--- config.mk ---
export PLATFORM = sky130hd
export DESIGN_NAME = spi_ctrl_regs
export DESIGN_NICKNAME = d
export VERILOG_FILES = /design/src/rtl/spi_regs_pkg.sv /design/src/rtl/spi_cfg_regs.sv /design/src/rtl/spi_irq_ctrl.sv /design/src/rtl/spi_rd_mux.sv /design/src/rtl/spi_ctrl_regs.sv
export SDC_FILE = /design/constraint.sdc
export NUM_CORES = 1
export LEC_CHECK = 0
export BUFFER_PORTS_ARGS = -buffer_cell sky130_fd_sc_hd__buf_2
export CAP_MARGIN = 10
export CORE_MARGIN = 3
export CORE_UTILIZATION = 50
export CTS_CLUSTER_SIZE = 16
export DETAILED_ROUTE_END_ITERATION = 7
export GPL_TIMING_DRIVEN = 0
export PLACE_DENSITY = 0.86
export SYNTH_ARGS = -nofsm -noshare
export SYNTH_HDL_FRONTEND = slang
export SYNTH_SLANG_ARGS = --single-unit
--- constraint.sdc ---
create_clock -name clk -period 1.95 [get_ports clk]
set_clock_uncertainty 0.2 [all_clocks]
set_input_delay 0.2925 -clock clk [delete_from_list [all_inputs] [get_ports clk]]
set_output_delay 0.2925 -clock clk [all_outputs]
set_load 0.01 [all_outputs]
--- src/rtl/spi_regs_pkg.sv ---
package spi_regs_pkg;

    localparam int BYTE_W = 8;

    localparam logic [3:0] A_CFG    = 4'h0;
    localparam logic [3:0] A_STOPT  = 4'h2;
    localparam logic [3:0] A_IRQ_LO = 4'h4;
    localparam logic [3:0] A_EN_LO  = 4'h6;
    localparam logic [3:0] A_STAT0  = 4'h8;
    localparam logic [3:0] A_F1_LO  = 4'hC;

    localparam int CFG_WAKE_BIT = 7;

    typedef enum logic {
        WK_IDLE  = 1'b0,
        WK_RAISE = 1'b1
    } wake_state_t;

    typedef struct packed {
        logic irq_active_high;
        logic high_speed;
        logic big_endian;
        logic word32;
    } bus_cfg_t;

endpackage

--- src/rtl/spi_cfg_regs.sv ---
module spi_cfg_regs
    import spi_regs_pkg::*;
#(
    parameter int ADDR_W = 4
) (
    input  logic                 clk,
    input  logic                 rst_n,
    input  logic                 wr_en_i,
    input  logic [ADDR_W-1:0]    addr_i,
    input  logic [BYTE_W-1:0]    wdata_i,
    output bus_cfg_t             cfg_o,
    output logic                 stat_en_o,
    output logic                 stat_irq_o,
    output logic                 wake_evt_o
);

    logic        hit_cfg;
    logic        hit_stopt;
    logic        wake_wr;
    bus_cfg_t    cfg_q;
    logic        sen_q;
    logic        sirq_q;
    wake_state_t wk_state;
    wake_state_t wk_next;

    assign hit_cfg   = wr_en_i && (addr_i == ADDR_W'(A_CFG));
    assign hit_stopt = wr_en_i && (addr_i == ADDR_W'(A_STOPT));
    assign wake_wr   = hit_cfg && wdata_i[CFG_WAKE_BIT];

    always_ff @(posedge clk or negedge rst_n) begin
        if (!rst_n) begin
            cfg_q.word32          <= 1'b0;
            cfg_q.big_endian      <= 1'b0;
            cfg_q.high_speed      <= 1'b1;
            cfg_q.irq_active_high <= 1'b1;
        end else if (hit_cfg) begin
            cfg_q.word32          <= wdata_i[0];
            cfg_q.big_endian      <= wdata_i[1];
            cfg_q.high_speed      <= wdata_i[4];
            cfg_q.irq_active_high <= wdata_i[5];
        end
    end

    always_ff @(posedge clk or negedge rst_n) begin
        if (!rst_n) begin
            sen_q  <= 1'b1;
            sirq_q <= 1'b0;
        end else if (hit_stopt) begin
            sen_q  <= wdata_i[0];
            sirq_q <= wdata_i[1];
        end
    end

    // wake sequencer: state register
    always_ff @(posedge clk or negedge rst_n) begin
        if (!rst_n) begin
            wk_state <= WK_IDLE;
        end else begin
            wk_state <= wk_next;
        end
    end

    // wake sequencer: transitions
    always_comb begin
        wk_next = wk_state;
        unique case (wk_state)
            WK_IDLE:  wk_next = wake_wr ? WK_RAISE : WK_IDLE;
            WK_RAISE: wk_next = wake_wr ? WK_RAISE : WK_IDLE;
            default:  wk_next = WK_IDLE;
        endcase
    end

    // wake sequencer: outputs
    always_comb begin
        wake_evt_o = 1'b0;
        unique case (wk_state)
            WK_IDLE:  wake_evt_o = 1'b0;
            WK_RAISE: wake_evt_o = 1'b1;
            default:  wake_evt_o = 1'b0;
        endcase
    end

    assign cfg_o      = cfg_q;
    assign stat_en_o  = sen_q;
    assign stat_irq_o = sirq_q;

    p_wake_seq_r3: assert property (@(posedge clk) disable iff (!rst_n)
        wake_wr |=> wake_evt_o)
        else $error("p_wake_seq_r3");

    p_cfg_hold_r2: assert property (@(posedge clk) disable iff (!rst_n)
        !hit_cfg |=> $stable(cfg_o))
        else $error("p_cfg_hold_r2");

endmodule

--- src/rtl/spi_irq_ctrl.sv ---
module spi_irq_ctrl
    import spi_regs_pkg::*;
#(
    parameter int                ADDR_W   = 4,
    parameter int                IRQ_W    = 16,
    parameter logic [IRQ_W-1:0]  IRQ_MASK = 16'hE0E7,
    parameter logic [IRQ_W-1:0]  EN_RST   = 16'hE0E7,
    parameter int                WAKE_BIT = 14
) (
    input  logic                 clk,
    input  logic                 rst_n,
    input  logic                 wr_en_i,
    input  logic [ADDR_W-1:0]    addr_i,
    input  logic [BYTE_W-1:0]    wdata_i,
    input  logic [IRQ_W-1:0]     evt_i,
    input  logic                 wake_evt_i,
    input  logic                 active_high_i,
    output logic [IRQ_W-1:0]     pend_o,
    output logic [IRQ_W-1:0]     en_o,
    output logic                 irq_o
);

    localparam int NB = IRQ_W / BYTE_W;

    logic [IRQ_W-1:0] pend_q;
    logic [IRQ_W-1:0] set_v;
    logic [IRQ_W-1:0] clr_v;
    logic [IRQ_W-1:0] wake_v;
    logic             any_v;
    logic             irq_q;

    always_comb begin
        wake_v           = '0;
        wake_v[WAKE_BIT] = wake_evt_i;
    end

    assign set_v = (evt_i | wake_v) & IRQ_MASK;

    always_comb begin
        clr_v = '0;
        for (int b = 0; b < NB; b++) begin
            if (wr_en_i && (addr_i == ADDR_W'(A_IRQ_LO) + ADDR_W'(b))) begin
                clr_v[BYTE_W*b +: BYTE_W] = wdata_i;
            end
        end
        clr_v = clr_v & IRQ_MASK;
    end

    always_ff @(posedge clk or negedge rst_n) begin
        if (!rst_n) begin
            pend_q <= '0;
        end else begin
            pend_q <= (pend_q & ~clr_v) | set_v;
        end
    end

    genvar gb;
    generate
        for (gb = 0; gb < NB; gb++) begin : g_en_lane
            logic [BYTE_W-1:0] lane_q;
            always_ff @(posedge clk or negedge rst_n) begin
                if (!rst_n) begin
                    lane_q <= EN_RST[BYTE_W*gb +: BYTE_W];
                end else if (wr_en_i && (addr_i == ADDR_W'(A_EN_LO) + ADDR_W'(gb))) begin
                    lane_q <= wdata_i;
                end
            end
            assign en_o[BYTE_W*gb +: BYTE_W] = lane_q;
        end
    endgenerate

    assign any_v = |(pend_q & en_o);

    always_ff @(posedge clk or negedge rst_n) begin
        if (!rst_n) begin
            irq_q <= 1'b0;
        end else begin
            irq_q <= active_high_i ? any_v : ~any_v;
        end
    end

    assign pend_o = pend_q;
    assign irq_o  = irq_q;

    p_unimpl_zero_r5: assert property (@(posedge clk) disable iff (!rst_n)
        1'b1 |-> ((pend_q & ~IRQ_MASK) == '0))
        else $error("p_unimpl_zero_r5");

    p_clear_r6: assert property (@(posedge clk) disable iff (!rst_n)
        (|(clr_v & ~set_v)) |=> ((pend_q & $past(clr_v & ~set_v)) == '0))
        else $error("p_clear_r6");

    p_set_wins_r7: assert property (@(posedge clk) disable iff (!rst_n)
        (|set_v) |=> ((pend_q & $past(set_v)) == $past(set_v)))
        else $error("p_set_wins_r7");

    p_wake_pend_r3: assert property (@(posedge clk) disable iff (!rst_n)
        wake_evt_i |=> pend_q[WAKE_BIT])
        else $error("p_wake_pend_r3");

endmodule

--- src/rtl/spi_rd_mux.sv ---
module spi_rd_mux
    import spi_regs_pkg::*;
#(
    parameter int ADDR_W = 4,
    parameter int IRQ_W  = 16,
    parameter int STAT_W = 32,
    parameter int F1_W   = 16
) (
    input  logic                 clk,
    input  logic                 rst_n,
    input  logic                 rd_en_i,
    input  logic [ADDR_W-1:0]    addr_i,
    input  bus_cfg_t             cfg_i,
    input  logic                 stat_en_i,
    input  logic                 stat_irq_i,
    input  logic [IRQ_W-1:0]     pend_i,
    input  logic [IRQ_W-1:0]     en_i,
    input  logic [STAT_W-1:0]    status_i,
    input  logic [F1_W-1:0]      f1_info_i,
    output logic [BYTE_W-1:0]    rdata_o
);

    localparam int IRQ_NB  = IRQ_W / BYTE_W;
    localparam int STAT_NB = STAT_W / BYTE_W;
    localparam int F1_NB   = F1_W / BYTE_W;

    logic [BYTE_W-1:0] sel_v;
    logic [BYTE_W-1:0] rdata_q;

    always_comb begin
        sel_v = '0;
        if (addr_i == ADDR_W'(A_CFG)) begin
            sel_v = {2'b00, cfg_i.irq_active_high, cfg_i.high_speed,
                     2'b00, cfg_i.big_endian, cfg_i.word32};
        end
        if (addr_i == ADDR_W'(A_STOPT)) begin
            sel_v = {6'b000000, stat_irq_i, stat_en_i};
        end
        for (int b = 0; b < IRQ_NB; b++) begin
            if (addr_i == ADDR_W'(A_IRQ_LO) + ADDR_W'(b)) begin
                sel_v = pend_i[BYTE_W*b +: BYTE_W];
            end
            if (addr_i == ADDR_W'(A_EN_LO) + ADDR_W'(b)) begin
                sel_v = en_i[BYTE_W*b +: BYTE_W];
            end
        end
        for (int b = 0; b < STAT_NB; b++) begin
            if (addr_i == ADDR_W'(A_STAT0) + ADDR_W'(b)) begin
                sel_v = status_i[BYTE_W*b +: BYTE_W];
            end
        end
        for (int b = 0; b < F1_NB; b++) begin
            if (addr_i == ADDR_W'(A_F1_LO) + ADDR_W'(b)) begin
                sel_v = f1_info_i[BYTE_W*b +: BYTE_W];
            end
        end
    end

    always_ff @(posedge clk or negedge rst_n) begin
        if (!rst_n) begin
            rdata_q <= '0;
        end else if (rd_en_i) begin
            rdata_q <= sel_v;
        end
    end

    assign rdata_o = rdata_q;

    p_rdata_hold_r13: assert property (@(posedge clk) disable iff (!rst_n)
        !rd_en_i |=> $stable(rdata_o))
        else $error("p_rdata_hold_r13");

endmodule

--- src/rtl/spi_ctrl_regs.sv ---
module spi_ctrl_regs
    import spi_regs_pkg::*;
#(
    parameter int                ADDR_W     = 4,
    parameter int                IRQ_W      = 16,
    parameter int                STAT_W     = 32,
    parameter int                F1_PKT_W   = 12,
    parameter logic [F1_PKT_W-1:0] F1_MAX_PKT = 12'h040,
    parameter logic [IRQ_W-1:0]  IRQ_MASK   = 16'hE0E7,
    parameter logic [IRQ_W-1:0]  EN_RST     = 16'hE0E7,
    parameter int                WAKE_BIT   = 14
) (
    input  logic                 clk,
    input  logic                 rst_n,
    input  logic                 wr_en_i,
    input  logic                 rd_en_i,
    input  logic [ADDR_W-1:0]    addr_i,
    input  logic [7:0]           wdata_i,
    output logic [7:0]           rdata_o,
    input  logic [IRQ_W-1:0]     evt_i,
    input  logic [STAT_W-1:0]    status_i,
    input  logic                 f1_ready_i,
    output logic                 word32_o,
    output logic                 big_endian_o,
    output logic                 high_speed_o,
    output logic                 stat_en_o,
    output logic                 stat_irq_o,
    output logic                 irq_o
);

    localparam int F1_W   = 16;
    localparam int F1_PAD = F1_W - F1_PKT_W - 2;

    bus_cfg_t          cfg_w;
    logic              wake_evt_w;
    logic [IRQ_W-1:0]  pend_w;
    logic [IRQ_W-1:0]  en_w;
    logic [F1_W-1:0]   f1_info_w;

    assign f1_info_w = {{F1_PAD{1'b0}}, F1_MAX_PKT, f1_ready_i, 1'b1};

    spi_cfg_regs #(
        .ADDR_W (ADDR_W)
    ) u_cfg (
        .clk        (clk),
        .rst_n      (rst_n),
        .wr_en_i    (wr_en_i),
        .addr_i     (addr_i),
        .wdata_i    (wdata_i),
        .cfg_o      (cfg_w),
        .stat_en_o  (stat_en_o),
        .stat_irq_o (stat_irq_o),
        .wake_evt_o (wake_evt_w)
    );

    spi_irq_ctrl #(
        .ADDR_W   (ADDR_W),
        .IRQ_W    (IRQ_W),
        .IRQ_MASK (IRQ_MASK),
        .EN_RST   (EN_RST),
        .WAKE_BIT (WAKE_BIT)
    ) u_irq (
        .clk           (clk),
        .rst_n         (rst_n),
        .wr_en_i       (wr_en_i),
        .addr_i        (addr_i),
        .wdata_i       (wdata_i),
        .evt_i         (evt_i),
        .wake_evt_i    (wake_evt_w),
        .active_high_i (cfg_w.irq_active_high),
        .pend_o        (pend_w),
        .en_o          (en_w),
        .irq_o         (irq_o)
    );

    spi_rd_mux #(
        .ADDR_W (ADDR_W),
        .IRQ_W  (IRQ_W),
        .STAT_W (STAT_W),
        .F1_W   (F1_W)
    ) u_rd (
        .clk        (clk),
        .rst_n      (rst_n),
        .rd_en_i    (rd_en_i),
        .addr_i     (addr_i),
        .cfg_i      (cfg_w),
        .stat_en_i  (stat_en_o),
        .stat_irq_i (stat_irq_o),
        .pend_i     (pend_w),
        .en_i       (en_w),
        .status_i   (status_i),
        .f1_info_i  (f1_info_w),
        .rdata_o    (rdata_o)
    );

    assign word32_o     = cfg_w.word32;
    assign big_endian_o = cfg_w.big_endian;
    assign high_speed_o = cfg_w.high_speed;

    p_irq_level_r9: assert property (@(posedge clk) disable iff (!rst_n)
        1'b1 |=> (irq_o == ($past(cfg_w.irq_active_high) ?
                             (|$past(pend_w & en_w)) : !(|$past(pend_w & en_w)))))
        else $error("p_irq_level_r9");

endmodule

# Yosys cells after proc, flatten, opt, wreduce, memory -nomap -nowiden
# Index checks and enable logic that the tools add are counted.
op_classes:
  bitwise: 7
  div_mod_pow: 0
  n_lt_le_gt_ge: 0
  reduce_logical: 9
  add_sub_neg: 0
  mux: 17
  n_shift: 0
  eq_ne: 11
  mul: 0
op_table:
  columns: ["operator", "n"]
  rows:
  - ["$mux 8", 13]
  - ["$and 16x16->16", 2]
  - ["$eq 4x4->1 const B", 6]
  - ["$eq 4x3->1 const B", 4]
  - ["$not 16->16", 1]
  - ["$or 16x15->16", 1]
  - ["$or 16x16->16", 1]
  - ["$reduce_or 16->1", 1]
  - ["$logic_and 1x1->1", 7]
  - ["$mux 6", 1]
  - ["$eq 4x2->1 const B", 1]
  - ["$logic_not 4->1", 1]
  - ["$mux 1", 2]
  - ["$not 1->1", 2]
  - ["$pmux 1 s2", 1]
totals:
  mem_bits_ro: 0
  ram_bits: 0
  latch_bits: 0
  mem_count: 0
  regBits: 48
  input_bits: 65

# Depth between registers and ports, before layout
# Gate-level depths: netlist of the first run.
logic_depth:
  word_depth: 13
  ltp_mapped: 7
  ltp_nobuf: 5

# Hierarchy
# From an unflattened synthesis of the first run, not the netlist that was laid out.
unflattened:
  cells_unflattened: 237
  hier_area_um2: 2605.0
by_module_without_submodules:
  columns: ["mod", "area_per_inst_um2", "seq_area_each_um2", "instances", "cells_each"]
  rows:
  - ["spi_irq_ctrl", 1163.6, 661.9, 1, 82]
  - ["spi_rd_mux", 1133.6, 200.2, 1, 136]
  - ["spi_cfg_regs", 300.3, 178.9, 1, 17]
  - ["spi_ctrl_regs", 7.5, 0.0, 1, 2]

# Worst setup path after synthesis of the first run
# Ideal clock, no wire load.
synth_path:
  kind: "input to register"
  from: "input addr_i[2]"
  to: "register u_rd.rdata_q[3], in the netlist u_rd.rdata_o[3]"
  arrival_time_ps: 1276
  required_ps: 1629
  setup_slack_ps: 353
  n_path_buf: 2
  path_stages: 7
  path_cell_list: "buf_6 and2b_4 buf_6 a32o_1 a32o_1 nor2_1 o2bb2ai_1"
synth_between:
  elab_chain_cells: 12
  word_cells_on_any_way: 22
  cone_classes: "eq/ne: 11; mux: 11"
synth_rtl:
  columns: ["element", "line", "rtl"]
  rows:
  - ["start: declaration", "spi_ctrl_regs.sv:17", "input logic [ADDR_W-1:0] addr_i,"]
  - ["$eq 4x2->1", "spi_rd_mux.sv:36", "if (addr_i == ADDR_W'(A_STOPT)) begin"]
  - ["$mux 8", "spi_rd_mux.sv:36", null]
  - ["$mux 8", "spi_rd_mux.sv:40", "if (addr_i == ADDR_W'(A_IRQ_LO) + ADDR_W'(b)) begin"]
  - ["$mux 8", "spi_rd_mux.sv:43", "if (addr_i == ADDR_W'(A_EN_LO) + ADDR_W'(b)) begin"]
  - ["$mux 8", "spi_rd_mux.sv:40", null]
  - ["$mux 8", "spi_rd_mux.sv:43", null]
  - ["$mux 8 (4 in series)", "spi_rd_mux.sv:48", "if (addr_i == ADDR_W'(A_STAT0) + ADDR_W'(b)) begin"]
  - ["$mux 8", "spi_rd_mux.sv:53", "if (addr_i == ADDR_W'(A_F1_LO) + ADDR_W'(b)) begin"]
  - ["$mux 8 (*)", "spi_rd_mux.sv:53", null]
  - ["end signal: assignment", "spi_rd_mux.sv:63", "rdata_q <= sel_v;"]
  - ["end: declaration", "spi_rd_mux.sv:28", "logic [BYTE_W-1:0] rdata_q;"]
# Every way passes the cells marked *; elsewhere a longest branch is shown, timed or not.
# A chain may end at the register's enable or synchronous reset.

# Worst setup path after layout of the first run
layout_path:
  from: "register u_irq.pend_q[6], in the netlist u_irq.pend_o[6]"
  to: "register u_irq.irq_q, in the netlist u_irq.irq_o"
layout_between:
  elab_chain_cells: 4
layout_rtl:
  columns: ["element", "line", "rtl"]
  rows:
  - ["start: declaration", "spi_irq_ctrl.sv:25", "logic [IRQ_W-1:0] pend_q;"]
  - ["start signal: assignment", "spi_irq_ctrl.sv:53", "pend_q <= (pend_q & ~clr_v) | set_v;"]
  - ["$and 16x16->16 (*)", "spi_irq_ctrl.sv:72", "assign any_v = |(pend_q & en_o);"]
  - ["$reduce_or 16->1 (*)", "spi_irq_ctrl.sv:72", null]
  - ["$not 1->1", "spi_irq_ctrl.sv:78", "irq_q <= active_high_i ? any_v : ~any_v;"]
  - ["$mux 1 (*)", "spi_irq_ctrl.sv:78", null]
  - ["end signal: assignment", "spi_irq_ctrl.sv:78", null]
  - ["end: declaration", "spi_irq_ctrl.sv:30", "logic irq_q;"]
# Marked as above.

==> results of run 1 <==
-- through the flow --
| step | std cells | utilization [%] | worst slack (ns) | power, mW |
|---|---|---|---|---|
| 2_1_floorplan | 222 | - | 0.353 | 1.41 |
| 3_3_place_gp | 342 | 62.1 | 0.0867 | 1.60 |
| 3_5_place_dp | 342 | 62.1 | 0.0532 | 1.62 |
| 4_1_cts | 360 | 67.0 | 0.165 | 2.35 |
| 5_1_grt | 360 | 67.0 | 0.112 | 2.45 |
| 6_report | 360 | 67.0 | 0.145 | 2.35 |
-- layout by cell type, fill, tap and decap left out, drive strengths merged, types with 4 or more instances in the layout --
cell type and count:
dfrtp 29, nor3b 4, a32o 4, clkbuf 6, o211ai 4, nor2b 5
mux2i 5, nand3 5, nand2 19, dlygate4sd3 10, mux2 25, o21ai 10
buf 84, a31oi 4, nor2 14, dfstp 12, inv 5, o32ai 4
a21o 8, a21oi 8, a22oi 5
-- logic make-up (layout without fill, tap and decap cells) --
group	after synthesis	in the layout	synth area share, %
mux	31	31	14.9
xor+xnor	1	1	0.369
buf+inv	21	107	6.01
flops	41	41	43.9
compound gates	67	67	20.4
simple gates	61	61	14.5
-- final timing paths --
path / endpoint / slack [ns] / cells past startpoint
max in group asynchronous: u_cfg.wk_state / 0.54 / 2
worst max-delay path: u_irq.irq_o / 0.15 / 4
worst min register to register: u_irq.pend_o[14] / 0.28 / 1
min in group asynchronous: u_rd.rdata_o[5] / 0.45 / 2
worst min-delay path: u_irq.g_en_lane[1].lane_q[3] / 0.02 / 2
worst max register to register: u_irq.irq_o / 0.15 / 4
-- registers in the layout, summed over array words and instances (netlist names) --
name,count
u_cfg.stat_irq_o,1
u_rd.rdata_o,8
u_cfg.stat_en_o,1
u_cfg.cfg_o,4
u_irq.g_en_lane.lane_q,16
u_irq.pend_o,9
u_irq.irq_o,1
u_cfg.wk_state,1
-- where the power goes --
part	switching, mW	internal, mW
registers	0.0917	1.03
clock network	0.305	0.416
logic	0.248	0.263
-- layout make-up --
| class | instances | area [sq um] |
|---|---|---|
| clock inverter | 2 | 37.5 |
| buffer | 16 | 124 |
| sequential | 41 | 1040 |
| fill | 350 | 1480 |
| timing repair buffer | 78 | 440 |
| clock buffer | 6 | 82.6 |
| tap | 52 | 65.1 |
| inverter | 5 | 18.8 |
| multi-input combinational | 160 | 1190 |
-- worst max-delay path: cells and delay by family (launching register included) --
kind / cells / cell delay [ns]
xor gates and xnor gates: 1 / 0.20
DFF: 1 / 0.42
AOI/OAI and AO/OA: 2 / 0.72
and+or+nand+nor: 1 / 0.19
-- timing repair --
item                       4_1_cts  5_1_grt
setup endpoints to repair        0        0
hold endpoints to repair        38        0
hold buffers                    10        0
-- routing by layer --
| metal | routed length, um | track usage [%] | share of wire (%) | vias up |
|---|---|---|---|---|
| met3 | 634 | 4.67 | 9.7 | 26 |
| met4 | 204 | 7.91 | 3.1 | 0 |
| met1 | 2750 | 30.8 | 42 | 1050 |
| met5 | 0 | 0 | 0 | - |
| li1 | - | - | - | 1002 |
| met2 | 2970 | 39.9 | 45 | 160 |
==> results.txt, run 1 <==
first-pass GRT wire length: 10.1 mm
DR WL/cell: 18.2 um
Skew-Pair Late Insertion Delay: 0.30 ns
DP Area: 2780 sq um
Setup violations, final: 0
Syn Area/Cell: 10.7 sq um
dominant cell by count in the synthesized netlist: dfrtp_1
fin crit share: 92.5%
post-synth top area share: 30.6%
#FFs+latches synth: 41
DR DRC count: 0
Slew Viols, Final: 0
CTS Buf Count: 5
core area: 4470 sq um
Nets: 372
initial detailed-routing violation count: 235
worst-path cell chain: a222oi_1, nand3_1, a221oi_1, xor2_1
hold_sp: wdata_i[3]
IO Pins: 79
cts repair resizes: 0
antenna viol nets, final: 0
fmax: 0.554 GHz
ys flop type: dfrtp_1
CP max FO: 3
worst setup path startpoint: u_irq.pend_o[6]
Mapped Nets: 287
first-pass detailed-route iteration total: 5
vias per cell: 6.22
GRT Total Usage: 23.8%
CP peak stage delay: 0.43 ns
antenna violations before repair: 0
WP data required: 1.97 ns
Area Growth Syn to Fin: 26.4%
crit start category: flop
sequential-to-total area share from yosys stat: 43.9%
post-synth cell types: 54
die area: 5610 sq um
largest net degree at the start of global routing: 42
leading area contributor after synthesis: dfrtp_1
share of cells above drive strength 1: 39.3%
outcome: finished clean
ys async rst share: 100%
floorplan row count: 24
via count: 2238
worst reg2reg startpoint: u_irq.pend_o[6]
worst-case hold slack: 0.0220 ns
vias in the first global route: 2064
top post-synthesis cells by count: dfrtp_1, nand2_1, mux2_1
number of synthesized flops with an enable pin: 0
CTS sink cnt: 41
maximum buffer depth of the clock tree: 2
setup TNS: 0 ns
# diodes: 0
CTS clock-pin slew for the worst setup and hold paths: 0.08 ns
WP data arrival: 1.82 ns
Tightest Pin Transition: 0.882 ns
Final Critical Period: 1.80 ns
final instance area: 3000 sq um
CTS tree: done
DP HPWL: 4.77 mm
Die Wd: 74.9 um
DIE HEIGHT: 74.9 um
PortBufs: 68
RSZ-0062 raised after global routing: no
final wirelength: 6.56 mm
H-tree levels: 2
postcts setup bufs: 0
maximum VDD drop: 0.455 mV
Hold Fails Final Rpt: 0
Max-Cap Viols: 0
critical path class: reg2reg
leak pwr: 1.30 nW
Ys Warns: 0
slew margin rel.: 41.2%
synthesized cell area: 2370 sq um
Syn Inst Count: 222
Initial Util: 53.0%
Root Driver: clkbuf_8
Power per Cell Area: 784 nW/um^2
Area contributors post-synth: dfrtp_1, dfstp_2, mux2_1
placer's final routability congestion estimate: 0.943
critical path's slowest cell: a222oi_1
CP Capture Type: flop
worst min-delay path class: in2reg
grt total ovfl: 0
Note: power is estimated with default switching activity, not from simulation.
==> inputs of run 2 (changes only) <==
--- a/config.mk
+++ b/config.mk
@@ -11,7 +11,6 @@
 export CORE_UTILIZATION = 50
 export CTS_CLUSTER_SIZE = 16
 export DETAILED_ROUTE_END_ITERATION = 7
-export GPL_TIMING_DRIVEN = 0
 export PLACE_DENSITY = 0.86
 export SYNTH_ARGS = -nofsm -noshare
 export SYNTH_HDL_FRONTEND = slang
==> run 2 against run 1 <==
Count of clock-buffer cells in the layout down 1. Cell count up 1.7%. Non-clock buffer count up 6. Largest cell class unchanged. Highest routed layer unchanged.
==> results.txt, run 2 (same netlist as run 1, synthesis figures left out) <==
outcome: finished clean (unchanged)
final instance area: 3050 sq um (was 3000 sq um)
core area: 4470 sq um (unchanged)
Skew-Pair Late Insertion Delay: 0.30 ns (about the same)
DP Area: 2840 sq um (was 2780 sq um)
cts repair resizes: 0 (unchanged)
DR WL/cell: 16.7 um (was 18.2 um)
CTS tree: done (unchanged)
first-pass GRT wire length: 9.85 mm (was 10.1 mm)
Slew Viols, Final: 0 (unchanged)
placer's final routability congestion estimate: 0.907 (was 0.943)
die area: 5610 sq um (unchanged)
leading cell type in the layout, fill and taps excluded: buf_2 (unchanged)
antenna viol nets, final: 0 (unchanged)
Setup violations, final: 0 (unchanged)
vias in the first global route: 2102 (was 2064)
Placed Cells: 348 (was 342)
Initial Util: 53.0% (unchanged)
Nets: 378 (was 372)
leak pwr: 1.34 nW (was 1.30 nW)
Fill cells: 334 (was 350)
reg-to-reg endpoint: u_irq.irq_o (unchanged)
Largest register FFs: 16 (unchanged)
initial detailed-routing violation count: 95 (was 235)
maximum buffer depth of the clock tree: 2 (unchanged)
CTS clock-pin slew for the worst setup and hold paths: 0.08 ns (about the same)
Area Growth Syn to Fin: 28.6% (was 26.4%)
hold_sp: wdata_i[3] (unchanged)
Max-Cap Viols: 0 (unchanged)
WP data required: 1.98 ns (was 1.97 ns)
fin crit share: 88.2% (was 92.5%)
CP Capture Type: flop (unchanged)
final wirelength: 6.12 mm (was 6.56 mm)
worst reg2reg startpoint: u_irq.pend_o[6] (unchanged)
CP max FO: 3 (unchanged)
hold buffers post-CTS: 10 (unchanged)
critical path class: reg2reg (unchanged)
DIE HEIGHT: 74.9 um (unchanged)
largest net degree at the start of global routing: 42 (unchanged)
first-pass detailed-route iteration total: 4 (was 5)
WP data arrival: 1.75 ns (was 1.82 ns)
CTS sink cnt: 41 (unchanged)
IO Pins: 79 (unchanged)
Die Wd: 74.9 um (unchanged)
worst-case hold slack: 0.0305 ns (was 0.0220 ns)
DP HPWL: 4.66 mm (was 4.77 mm)
critical path buffer and inverter count: 0 (unchanged)
maximum VDD drop: 0.693 mV (was 0.455 mV)
r2r setup slk: 0.23 ns (was 0.15 ns)
vias per cell: 5.84 (was 6.22)
via count: 2138 (was 2238)
fmax: 0.581 GHz (was 0.554 GHz)
crit start category: flop (unchanged)
Tightest Pin Transition: 0.388 ns (was 0.882 ns)
Worst Hold End: u_irq.g_en_lane[1].lane_q[3] (unchanged)
Final Critical Period: 1.72 ns (was 1.80 ns)
most frequent cells in the layout: buf_2, dfrtp_1, nand2_1 (unchanged)
final std cells w/o fill: 366 (was 360)
postcts setup bufs: 0 (unchanged)
worst r2r path cells: 4 (unchanged)
# diodes: 0 (unchanged)
share of cells above drive strength 1: 40.8% (was 39.3%)
setup TNS: 0 ns (unchanged)
CP peak stage delay: 0.44 ns (was 0.43 ns)
Power per Cell Area: 757 nW/um^2 (was 784 nW/um^2)
Hold Crit Depth: 2 (unchanged)
H-tree levels: 2 (unchanged)
floorplan row count: 24 (unchanged)
worst-path cell chain: a222oi_1, nand3_1, a221oi_1, xor2_1 (unchanged)
grt total ovfl: 0 (unchanged)
Hold Fails Final Rpt: 0 (unchanged)
Root Driver: clkbuf_8 (unchanged)
antenna violations before repair: 0 (unchanged)
crit-path leading delay family: compound AO/OA/AOI/OAI gates (unchanged)
slew margin rel.: 73.5% (was 41.2%)
critical path's slowest cell: a222oi_1 (unchanged)
GRT Total Usage: 23.6% (was 23.8%)
PortBufs: 71 (was 68)
RSZ-0062 raised after global routing: no (unchanged)
DR DRC count: 0 (unchanged)
Most flops, register: u_irq.g_en_lane.lane_q (unchanged)
worst min-delay path class: in2reg (unchanged)
CTS Buf Count: 5 (unchanged)
==> run 2: where the power goes <==
group / switching [mW] / total [mW] / internal (mW)
registers: 0.0881 / 1.11 / 1.03
clock network: 0.300 / 0.683 / 0.383
logic: 0.242 / 0.513 / 0.271
==> run 2: cell type report <==
type | instances | area, sq um | share of cell area (%)
tap | 52 | 65.1 | 2.13
timing repair buffer | 100 | 623 | 20.4
clock buffer | 5 | 68.8 | 2.26
multi-input combinational | 160 | 1190 | 39.0
inverter | 5 | 18.8 | 0.615
sequential | 41 | 1040 | 34.1
clock inverter | 3 | 46.3 | 1.52
==> run 2: per-stage QoR <==
stage          utilization (%)  total power [mW]  setup slack (ns)
2_1_floorplan                -              1.41             0.353
3_3_place_gp              63.4              1.60             0.156
3_5_place_dp              63.4              1.63            0.0742
4_1_cts                   68.2              2.34             0.209
5_1_grt                   68.2              2.43             0.140
6_report                  68.2              2.31             0.230
==> run 2: routing by layer <==
layer / vias up / part of all wire [%] / track usage (%)
li1: 1017 / - / -
met5: - / 0 / 0
met1: 1008 / 42 / 28.7
met4: 0 / 2.4 / 10.5
met2: 98 / 48 / 39.4
met3: 15 / 7.7 / 6.28
==> run 2: how the worst max path moves through the flow <==
stage	start	to	slack (ns)	cells past startpoint
after floorplan	addr_i[2]	u_rd.rdata_o[3]	0.35	7
after detailed placement	addr_i[1]	u_irq.g_en_lane[1].lane_q[1]	0.07	5
after CTS	u_irq.pend_o[6]	u_irq.irq_o	0.21	4
after global routing	u_cfg.cfg_o[2]	u_rd.rdata_o[4]	0.14	5
final	u_irq.pend_o[6]	u_irq.irq_o	0.23	4
after global placement	addr_i[3]	u_irq.pend_o[15]	0.16	7
